[config.mk]
export PLATFORM = sky130hd
export DESIGN_NAME = uart_frame_tx
export DESIGN_NICKNAME = d
export VERILOG_FILES = /design/src/rtl/uftx_pkg.sv /design/src/rtl/uftx_ctrl.sv /design/src/rtl/uftx_datapath.sv /design/src/rtl/uart_frame_tx.sv
export SDC_FILE = /design/constraint.sdc
export NUM_CORES = 1
export LEC_CHECK = 0
export CORE_MARGIN = 3
export CORE_UTILIZATION = 51
export CTS_CLUSTER_SIZE = 28
export DETAILED_ROUTE_END_ITERATION = 10
export GPL_TIMING_DRIVEN = 0
export MAX_ROUTING_LAYER = met4
export PLACE_DENSITY_LB_ADDON = 0.05
export SLEW_MARGIN = 20
export SYNTH_ARGS = -nofsm -noshare
export SYNTH_HDL_FRONTEND = slang
export SYNTH_SLANG_ARGS = --single-unit
[constraint.sdc]
create_clock -name clk -period 1.5 [get_ports clk]
set_input_delay 0.3 -clock clk [delete_from_list [all_inputs] [get_ports clk]]
set_output_delay 0.3 -clock clk [all_outputs]
set_load 0.01 [all_outputs]
[src/rtl/uftx_pkg.sv]
package uftx_pkg;

  // Selects what the datapath puts on the line.
  typedef enum logic [1:0] {
    SEL_MARK   = 2'd0,
    SEL_START  = 2'd1,
    SEL_DATA   = 2'd2,
    SEL_PARITY = 2'd3
  } lineSel_t;

  typedef struct packed {
    logic     load;
    logic     shift;
    lineSel_t sel;
  } strobe_t;

  // Character size decode; the reserved codes fall back to eight bits.
  function automatic logic [3:0] sizeToBits(input logic [2:0] code);
    case (code)
      3'b000:  return 4'd5;
      3'b001:  return 4'd6;
      3'b010:  return 4'd7;
      3'b111:  return 4'd9;
      default: return 4'd8;
    endcase
  endfunction

endpackage

[src/rtl/uftx_ctrl.sv]
module uftx_ctrl
  import uftx_pkg::*;
(
  input  logic       clk,
  input  logic       rst_n,
  input  logic       inValid,
  input  logic       bitTick,
  input  logic       parEnable,
  input  logic       stopMode,
  input  logic [2:0] sizeCode,
  output logic       inReady,
  output strobe_t    strb
);

  typedef enum logic [2:0] {
    ST_IDLE, ST_START, ST_DATA, ST_PAR, ST_STOP1, ST_STOP2
  } state_t;

  state_t     state, stateNext;
  logic [3:0] bitsLeft, bitsLeftNext;
  logic       parOn, twoStop;
  logic       accept;

  assign inReady = (state == ST_IDLE);
  assign accept  = inValid && inReady;

  always_comb begin
    stateNext    = state;
    bitsLeftNext = bitsLeft;
    strb.load    = accept;
    strb.shift   = 1'b0;
    strb.sel     = SEL_MARK;
    case (state)
      ST_IDLE: begin
        if (accept) begin
          stateNext    = ST_START;
          bitsLeftNext = sizeToBits(sizeCode);
        end
      end
      ST_START: begin
        strb.sel = SEL_START;
        if (bitTick) stateNext = ST_DATA;
      end
      ST_DATA: begin
        strb.sel = SEL_DATA;
        if (bitTick) begin
          strb.shift = 1'b1;
          if (bitsLeft == 4'd1) stateNext = parOn ? ST_PAR : ST_STOP1;
          else                  bitsLeftNext = bitsLeft - 4'd1;
        end
      end
      ST_PAR: begin
        strb.sel = SEL_PARITY;
        if (bitTick) stateNext = ST_STOP1;
      end
      ST_STOP1: begin
        if (bitTick) stateNext = twoStop ? ST_STOP2 : ST_IDLE;
      end
      ST_STOP2: begin
        if (bitTick) stateNext = ST_IDLE;
      end
      default: stateNext = ST_IDLE;
    endcase
  end

  always_ff @(posedge clk or negedge rst_n) begin
    if (!rst_n) begin
      state    <= ST_IDLE;
      bitsLeft <= '0;
      parOn    <= 1'b0;
      twoStop  <= 1'b0;
    end else begin
      state    <= stateNext;
      bitsLeft <= bitsLeftNext;
      if (accept) begin
        parOn   <= parEnable;
        twoStop <= stopMode;
      end
    end
  end

endmodule

[src/rtl/uftx_datapath.sv]
module uftx_datapath
  import uftx_pkg::*;
#(
  parameter int DATA_W = 9
) (
  input  logic              clk,
  input  logic              rst_n,
  input  strobe_t           strb,
  input  logic [DATA_W-1:0] inData,
  input  logic              parOdd,
  input  logic [2:0]        sizeCode,
  output logic              txLine
);

  logic [DATA_W-1:0] shiftReg;
  logic [DATA_W-1:0] sizeMask;
  logic [DATA_W-1:0] masked;
  logic [3:0]        nBits;
  logic              parBit;

  assign nBits = sizeToBits(sizeCode);

  for (genvar i = 0; i < DATA_W; i++) begin : g_mask
    assign sizeMask[i] = (4'(i) < nBits);
  end

  assign masked = inData & sizeMask;

  always_ff @(posedge clk or negedge rst_n) begin
    if (!rst_n) begin
      shiftReg <= '0;
      parBit   <= 1'b0;
    end else if (strb.load) begin
      shiftReg <= masked;
      parBit   <= (^masked) ^ parOdd;
    end else if (strb.shift) begin
      shiftReg <= shiftReg >> 1;
    end
  end

  always_comb begin
    case (strb.sel)
      SEL_START:  txLine = 1'b0;
      SEL_DATA:   txLine = shiftReg[0];
      SEL_PARITY: txLine = parBit;
      default:    txLine = 1'b1;
    endcase
  end

endmodule

[src/rtl/uart_frame_tx.sv]
module uart_frame_tx
  import uftx_pkg::*;
#(
  parameter int DATA_W = 9
) (
  input  logic              clk,
  input  logic              rst_n,
  input  logic [DATA_W-1:0] inData,
  input  logic              inValid,
  output logic              inReady,
  input  logic              bitTick,
  input  logic [1:0]        parityMode,
  input  logic              stopMode,
  input  logic [2:0]        sizeCode,
  output logic              txLine
);

  strobe_t strb;

  uftx_ctrl ctrl_i (
    .clk       (clk),
    .rst_n     (rst_n),
    .inValid   (inValid),
    .bitTick   (bitTick),
    .parEnable (parityMode[1]),
    .stopMode  (stopMode),
    .sizeCode  (sizeCode),
    .inReady   (inReady),
    .strb      (strb)
  );

  uftx_datapath #(.DATA_W(DATA_W)) dp_i (
    .clk      (clk),
    .rst_n    (rst_n),
    .strb     (strb),
    .inData   (inData),
    .parOdd   (parityMode[0]),
    .sizeCode (sizeCode),
    .txLine   (txLine)
  );

endmodule

==> impl_summary.log, run 1 <==
INFO  metric setup.worst_path.class = flop to primary output
INFO  metric synth.yosys.warnings = 0
INFO  metric commonest_non_fill_non_tap_cell_in_the_layout = sky130_fd_sc_hd__dfrtp_1
INFO  metric post_dp_cell_area = 1400 sq um
INFO  metric route.detailed.wl_per_inst = roughly 14 um
INFO  metric worst_pin_slew = 846 ps
INFO  metric first_pass_grt_wire_length = 4490 um
INFO  metric grt_antenna_before_repair = 0
INFO  metric avgSynthCellArea = 8.94 sq um
INFO  metric worstHoldPathType = primary input to flop
INFO  metric slowest_stage_cell_crit_path = sky130_fd_sc_hd__dfrtp_1
INFO  metric synthesis.area = between 1000 and 1500 sq um
INFO  metric first_iter_violations = 25
INFO  metric layout-area-overhead-vs-synth = 32.6%
INFO  metric drc = 0
INFO  metric most_frequent_cells_in_the_layout = sky130_fd_sc_hd__dfrtp_1, sky130_fd_sc_hd__nand2_1, sky130_fd_sc_hd__clkdlybuf4s50_1, sky130_fd_sc_hd__a21oi_1, sky130_fd_sc_hd__o21ai_0
INFO  metric vdd_ir_drop_max = approximately 1.2 mV
INFO  metric syn-instance-count = around 130
INFO  metric ios = 21
INFO  metric synth-seq-area-share = 40.0%
INFO  metric setup.reg_to_reg.worst_slack = -40 ps
INFO  metric synth.distinct_cells = 38
INFO  metric logic_gate_share_of_total_power = around 58%
INFO  metric final_layout_size_suffix_gt1_share = 25.2%
INFO  metric crit_path_start_kind = flop
INFO  metric port_buffers = 18
INFO  metric cp_top_family = flip-flops
INFO  metric die-width = 54.3 um
INFO  metric grt_overflow_total = 0
INFO  metric fp.dieH = roughly 54 um
INFO  metric fill_cells = between 150 and 200
INFO  metric synth-edff-count = 0
INFO  metric clock_skew = around 13 ps
INFO  metric swShare = roughly two fifths
INFO  metric gr-usage-all-layers = between 20 and 25%
INFO  metric outcome = complete, but fails checks
INFO  metric finalHoldWorstSlack = 332 ps
INFO  metric cts-root-buf = sky130_fd_sc_hd__clkbuf_4
INFO  metric drt_wl_total = roughly 2700 um
INFO  metric cap_viol_max_count = 0
INFO  metric period_minus_slack = between 1500 and 2000 ps
INFO  metric antenna_left = 0
INFO  metric fmax = slightly above 600 MHz
INFO  metric vias = 1079
INFO  metric critPathRequiredTime = about 1200 ps
INFO  metric layout_setup_ws = -137 ps
INFO  metric place_congestion = 0.812
INFO  metric dp_hpwl = about 1900 um
INFO  metric core = around 2100 sq um
INFO  metric rsz0062_at_grt = true
INFO  metric failed_checks = negative setup slack
INFO  metric worstPathCellList = buf_6, nor2_2, a22oi_1, or2_4, buf_6
INFO  metric path_buf_inv = 2
INFO  metric finalCritPeriodShare = 109%
INFO  metric htree_levels = 1
INFO  metric net-switching-power = approximately 1.2 mW
INFO  metric max_stage_delay = about 430 ps
INFO  metric clk_path_buf_depth = 2
INFO  metric cts.sinks = 19
INFO  metric cts_tree = built
INFO  metric timing.critical_path.mode_cell = sky130_fd_sc_hd__buf_6
INFO  metric floorplan.initialDensity = roughly 57%
INFO  metric slew_headroom = 43.4%
INFO  metric p_per_area = around 1800 nW/um^2
INFO  metric synth_fp_nets = 154
INFO  metric via_density_per_instance = ~5.7
INFO  metric clock_power_share = a little under a tenth
INFO  metric maxSlewViolCount = 0
INFO  metric core.rowCount = 16
INFO  metric postCtsHoldBufs = 0
INFO  metric number_of_global_route_vias_before_repair = roughly 1000
INFO  metric power.internal = about 1.7 mW
INFO  metric nets = roughly 190
INFO  metric postSynthRegisterBits = 19
INFO  metric crit_fanout = 3
INFO  metric dr.pass1.iters = 4
INFO  metric cp_data_arrival_time = around 1300 ps
INFO  metric most_frequently_used_flop_master_after_synthesis = sky130_fd_sc_hd__dfrtp_1
INFO  metric asyncSetResetFlopFracSynth = 100%
INFO  metric seq_power_share = about 33%
INFO  metric register_clock_pin_slew_on_the_reported_worst_setup_and_hold_paths = roughly 120 ps
INFO  metric total_leakage_power = roughly 0.68 nW
INFO  metric fin_area = about 1600 sq um
INFO  metric end_kind = primary output
INFO  metric design.die.area = 2950 sq um
INFO  metric finalSetupViolations = 8
INFO  metric maximum_number_of_pins_on_one_net_before_global_route_repair = 20
INFO  metric antenna_cells = 0
INFO  metric final-hold-violation-count = 0
INFO  metric clock_insertion_delay_worst_skew = 310 ps
INFO  metric cts_inserted_buffers = 3
worst register-to-register path: cells and delay by family (launching register included):
| family | cells | cell delay (ps) |
|---|---|---|
| multiplexers | 1 | 180 |
| buffers and inverters | 2 | 360 |
| flip-flops | 1 | 390 |
| AO/OA/AOI/OAI | 1 | 90 |
| AND/OR/NAND/NOR | 2 | 390 |
stage by stage:
stage          util, %  cells  worst slack (ps)  total power, mW  TNS [ps]
2_1_floorplan        -    133               113             1.79         0
3_3_place_gp      67.4    178              -475             2.10     -4350
5_1_grt           75.7    190              -193             3.05     -1220
6_report          75.7    190              -137             2.82      -274
3_5_place_dp      67.4    178              -506             2.16     -4650
4_1_cts           72.0    186              -141             2.62      -784
synthesized netlist by cell type, types with 2 or more instances:
master | number | area, sq um
sky130_fd_sc_hd__dfrtp_1 | 19 | 475
sky130_fd_sc_hd__nand2_1 | 18 | 67.6
sky130_fd_sc_hd__o21ai_0 | 16 | 80.1
sky130_fd_sc_hd__a21oi_1 | 10 | 50.1
sky130_fd_sc_hd__xnor2_1 | 8 | 70.1
sky130_fd_sc_hd__inv_1 | 6 | 22.5
sky130_fd_sc_hd__mux2i_1 | 6 | 60.1
sky130_fd_sc_hd__nor2_1 | 5 | 18.8
sky130_fd_sc_hd__buf_2 | 4 | 20.0
sky130_fd_sc_hd__nand3_1 | 4 | 20.0
sky130_fd_sc_hd__a211oi_1 | 3 | 22.5
sky130_fd_sc_hd__nor3_1 | 3 | 15.0
sky130_fd_sc_hd__a21o_1 | 2 | 15.0
sky130_fd_sc_hd__buf_6 | 2 | 22.5
sky130_fd_sc_hd__ha_1 | 2 | 25.0
sky130_fd_sc_hd__nor2b_1 | 2 | 12.5
sky130_fd_sc_hd__nor3_2 | 2 | 20.0
metal layers:
metal | global-route usage, % | vias to the layer above | routed length [um]
met5 | - | - | 0
met3 | 3.27 | 5 | 155
li1 | - | 528 | -
met2 | 35.7 | 33 | 1310
met1 | 27.2 | 513 | 1160
met4 | 7.47 | 0 | 40
repair_timing:
item,CTS,global route
cloned,0,1
pin swaps,4,6
resized for setup,22,23
setup buffers,4,3
endpoints found under the setup margin,13,15
worst paths after layout:
check	from	endpoint	depth (start not counted)
max	ctrl_i.state[0]$_DFFE_PN0P_	txLine	5
min	sizeCode[2]	ctrl_i.bitsLeft[2]$_DFFE_PN0P_	3
max reg2reg	ctrl_i.state[1]$_DFFE_PN0P_	dp_i.shiftReg[5]$_DFFE_PN0P_	6
min reg2reg	dp_i.parBit$_DFFE_PN0P_	dp_i.parBit$_DFFE_PN0P_	2
max in group asynchronous	rst_n	dp_i.shiftReg[5]$_DFFE_PN0P_	1
min in group asynchronous	rst_n	ctrl_i.state[2]$_DFFE_PN0P_	1
cells by family after synthesis:
family / share of synthesized area, %
AOI/OAI and AO/OA: 22.1
xor gates and xnor gates: 6.63
and+or+nand+nor: 17.7
adders and majority gates: 2.10
DFF: 40.0
buffers and inverters: 6.42
muxes: 5.05
final cells by class:
| cell class | instances | area (sq um) | share of cell area (%) |
|---|---|---|---|
| multi-input cells | 100 | 691 | 43.8 |
| inverters | 6 | 26.3 | 1.67 |
| clock inverters | 1 | 5.00 | 0.317 |
| well taps | 27 | 33.8 | 2.14 |
| plain buffers | 8 | 78.8 | 5.00 |
| flip-flops and latches | 19 | 475 | 30.2 |
| clock buffers | 3 | 22.5 | 1.43 |
| repair buffers | 26 | 244 | 15.5 |
flip-flops by register name, indices dropped and copies added (netlist names):
signal,flops
ctrl_i.state,3
dp_i.parBit,1
ctrl_i.twoStop,1
ctrl_i.parOn,1
ctrl_i.bitsLeft,4
dp_i.shiftReg,9
power by group through the flow:
stage / combinational, mW / clock [mW] / sequential (mW)
after floorplan: 0.901 / 0 / 0.887
after global placement: 1.18 / 0 / 0.917
after detailed placement: 1.23 / 0 / 0.932
after CTS: 1.43 / 0.272 / 0.924
after global routing: 1.79 / 0.305 / 0.950
final: 1.63 / 0.267 / 0.922
(Power assumes the default switching activity.)
==> inputs of run 2 (changes only) <==
==> constraint.sdc (replaced) <==
create_clock -name clk -period 1.5 [get_ports clk]
set_input_delay 0.3 -clock clk [delete_from_list [all_inputs] [get_ports clk]]
set_output_delay 0.3 -clock clk [all_outputs]
set_load 0.02 [all_outputs]
==> run 2 against run 1 <==
Against the previous run: the run still ends with negative setup slack left; hold slack worse by 0.57 ps; clock skew is 6.8 ps lower; global-route usage is 0.73 points lower; first-iteration DRC count is 16% lower; critical path depth stayed put; routed wire length is 7.5% higher; clock power hardly changed; via count is 1.0% higher; register-to-register slack hardly changed; core utilization is 4.4 points higher; clock-buffer cell count is 1 higher; sequential share of layout area is 1.6 points lower; largest cell class unchanged; highest routed layer unchanged.
==> impl_summary.log, run 2 (synthesis results as in run 1) <==
INFO  metric cells_on_worst_hold_path = 3
INFO  metric slew_headroom = between 40% and 50%
INFO  metric htree_levels = 1
INFO  metric die-width = about 54 um
INFO  metric worstHoldPathType = primary input to flop
INFO  metric core = between 2000 and 2500 sq um
INFO  metric nets = between 150 and 200
INFO  metric place_congestion = slightly below 0.8
INFO  metric gr-usage-all-layers = about a fifth
INFO  metric port_buffers = 18
INFO  metric min_to = ctrl_i.bitsLeft[2]$_DFFE_PN0P_
INFO  metric r2r_cells = 7
INFO  metric grt_antenna_before_repair = 0
INFO  metric logic_gate_share_of_total_power = between 60% and 70%
INFO  metric clock_skew = ~6.2 ps
INFO  metric maximum_number_of_pins_on_one_net_before_global_route_repair = 20
INFO  metric min-delay-start = sizeCode[2]
INFO  metric path_buf_inv = 2
INFO  metric fp.dieH = ~54 um
INFO  metric layout-area-overhead-vs-synth = 40.4%
INFO  metric cts_tree = built
INFO  metric power.internal = 1.78 mW
INFO  metric fin_area = 1670 sq um
INFO  metric worst_r2r_endpoint = ctrl_i.bitsLeft[2]$_DFFE_PN0P_
INFO  metric seq_power_share = between 30% and 40%
INFO  metric antenna_left = 0
INFO  metric cp_data_arrival_time = about 1400 ps
INFO  metric floorplan.initialDensity = about 57%
INFO  metric drc = 0
INFO  metric register_clock_pin_slew_on_the_reported_worst_setup_and_hold_paths = approximately 110 ps
INFO  metric fmax = 598 MHz
INFO  metric clock_insertion_delay_worst_skew = about 290 ps
INFO  metric max_reg_flops = 9
INFO  metric first_pass_grt_wire_length = approximately 4400 um
INFO  metric post_dp_cell_area = 1410 sq um
INFO  metric vdd_ir_drop_max = roughly 1.1 mV
INFO  metric cts-root-buf = sky130_fd_sc_hd__clkbuf_4
INFO  metric route.detailed.wl_per_inst = 14.9 um
INFO  metric final-instance-count-excl-fill = between 150 and 200
INFO  metric final-hold-violation-count = 0
INFO  metric finalCritPeriodShare = 111%
INFO  metric dp_hpwl = ~1800 um
INFO  metric p_per_area = between 1500 and 2000 nW/um^2
INFO  metric crit_path_start_kind = flop
INFO  metric regToRegStartpoint = ctrl_i.state[0]$_DFFE_PN0P_
INFO  metric worst_pin_slew = slightly below 900 ps
INFO  metric core.rowCount = 16
INFO  metric top_register = dp_i.shiftReg
INFO  metric most_frequent_cells_in_the_layout = sky130_fd_sc_hd__dfrtp_1, sky130_fd_sc_hd__clkdlybuf4s50_1, sky130_fd_sc_hd__nand2_1, sky130_fd_sc_hd__buf_4
INFO  metric ios = 21
INFO  metric slowest_stage_cell_crit_path = sky130_fd_sc_hd__dfrtp_1
INFO  metric cap_viol_max_count = 0
INFO  metric finalHoldWorstSlack = 331 ps
INFO  metric commonest_non_fill_non_tap_cell_in_the_layout = sky130_fd_sc_hd__dfrtp_1
INFO  metric clock_power_share = 8.6%
INFO  metric first_iter_violations = 21
INFO  metric design.die.area = 2950 sq um
INFO  metric crit_fanout = 3
INFO  metric antenna_cells = 0
INFO  metric rsz0062_at_grt = true
INFO  metric swShare = between 40% and 50%
INFO  metric net-switching-power = about 1.3 mW
INFO  metric cts.sinks = 19
INFO  metric dr.pass1.iters = 4
INFO  metric final_layout_size_suffix_gt1_share = between 30 and 40%
INFO  metric postCtsHoldBufs = 0
INFO  metric maxSlewViolCount = 0
INFO  metric timing.critical_path.mode_cell = sky130_fd_sc_hd__buf_6
INFO  metric grt_overflow_total = 0
INFO  metric numPlacedInstances = around 180
INFO  metric failed_checks = negative setup slack
INFO  metric number_of_global_route_vias_before_repair = just under 1000
INFO  metric total_leakage_power = 0.709 nW
INFO  metric largest_registers = dp_i.shiftReg x9, ctrl_i.bitsLeft x4, ctrl_i.state x3
INFO  metric worstPathCellList = buf_6, nor2_4, a22oi_2, or2_4, buf_6
INFO  metric via_density_per_instance = 5.65
INFO  metric period_minus_slack = approximately 1700 ps
INFO  metric fill_cells = 141
INFO  metric setup.reg_to_reg.worst_slack = -30 ps
INFO  metric outcome = complete, but fails checks
INFO  metric vias = about 1100
INFO  metric finalSetupViolations = 5
INFO  metric max_stage_delay = 420 ps
INFO  metric drt_wl_total = between 2000 and 3000 um
INFO  metric cts_inserted_buffers = 3
INFO  metric clk_path_buf_depth = 2
INFO  metric cp-startpoint = ctrl_i.state[0]$_DFFE_PN0P_
INFO  metric critPathRequiredTime = approximately 1200 ps
INFO  metric end_kind = primary output
INFO  metric setup.worst_path.class = flop to primary output
INFO  metric layout_setup_ws = -172 ps
INFO  metric detailedPlace.worstSlack = -598 ps
INFO  metric cp_top_family = flip-flops
==> run 2: timing repair <==
action | CTS | global route
resized for setup | 27 | 34
endpoints found under the setup margin | 13 | 20
pin swaps | 1 | 10
cloned | 0 | 1
setup buffers | 5 | 5
==> run 2: stage by stage <==
stage	power, mW	setup TNS, ps	utilization [%]
after floorplan	1.84	0	-
after global placement	2.15	-4490	67.7
after detailed placement	2.20	-4960	67.7
after CTS	2.68	-227	73.1
after global routing	3.30	-921	80.2
final	3.08	-260	80.2
==> run 2: worst reg2reg max path, stage by stage (launching register included) <==
cell                       delay, ps
sky130_fd_sc_hd__dfrtp_1         420
sky130_fd_sc_hd__buf_6           140
sky130_fd_sc_hd__buf_4           160
sky130_fd_sc_hd__nor3_4          230
sky130_fd_sc_hd__buf_6           180
sky130_fd_sc_hd__nand3_1          90
sky130_fd_sc_hd__o21ai_1         100
sky130_fd_sc_hd__a221oi_1         90
==> run 2: cell type report <==
| class | instances | area (sq um) | area share (%) |
|---|---|---|---|
| flip-flops and latches | 19 | 477 | 28.6 |
| clock buffers | 4 | 26.3 | 1.57 |
| multi-input cells | 100 | 757 | 45.4 |
| plain buffers | 8 | 82.6 | 4.95 |
| inverters | 6 | 22.5 | 1.35 |
| well taps | 27 | 33.8 | 2.02 |
| repair buffers | 29 | 270 | 16.2 |
==> run 2: worst max-delay path by stage <==
stage | end | slack (ps) | cells past startpoint
floorplan | txLine | 90 | 3
global placement | txLine | -570 | 5
detailed placement | txLine | -600 | 5
CTS | txLine | -140 | 5
global route | txLine | -220 | 5
finish | txLine | -170 | 5
==> run 2: per-layer routing <==
layer	part of all wire (%)	global-route usage, %
met1	44	27.9
met2	50	33.7
met3	3.8	3.27
met4	1.5	4.98
met5	0	-
==> run 2: power by group through the flow <==
stage / registers, mW / clock network, mW / logic [mW]
after global placement: 0.925 / 0 / 1.22
after detailed placement: 0.936 / 0 / 1.26
after global routing: 0.986 / 0.305 / 2.01
after CTS: 0.923 / 0.267 / 1.49
after floorplan: 0.896 / 0 / 0.946
final: 0.960 / 0.264 / 1.85
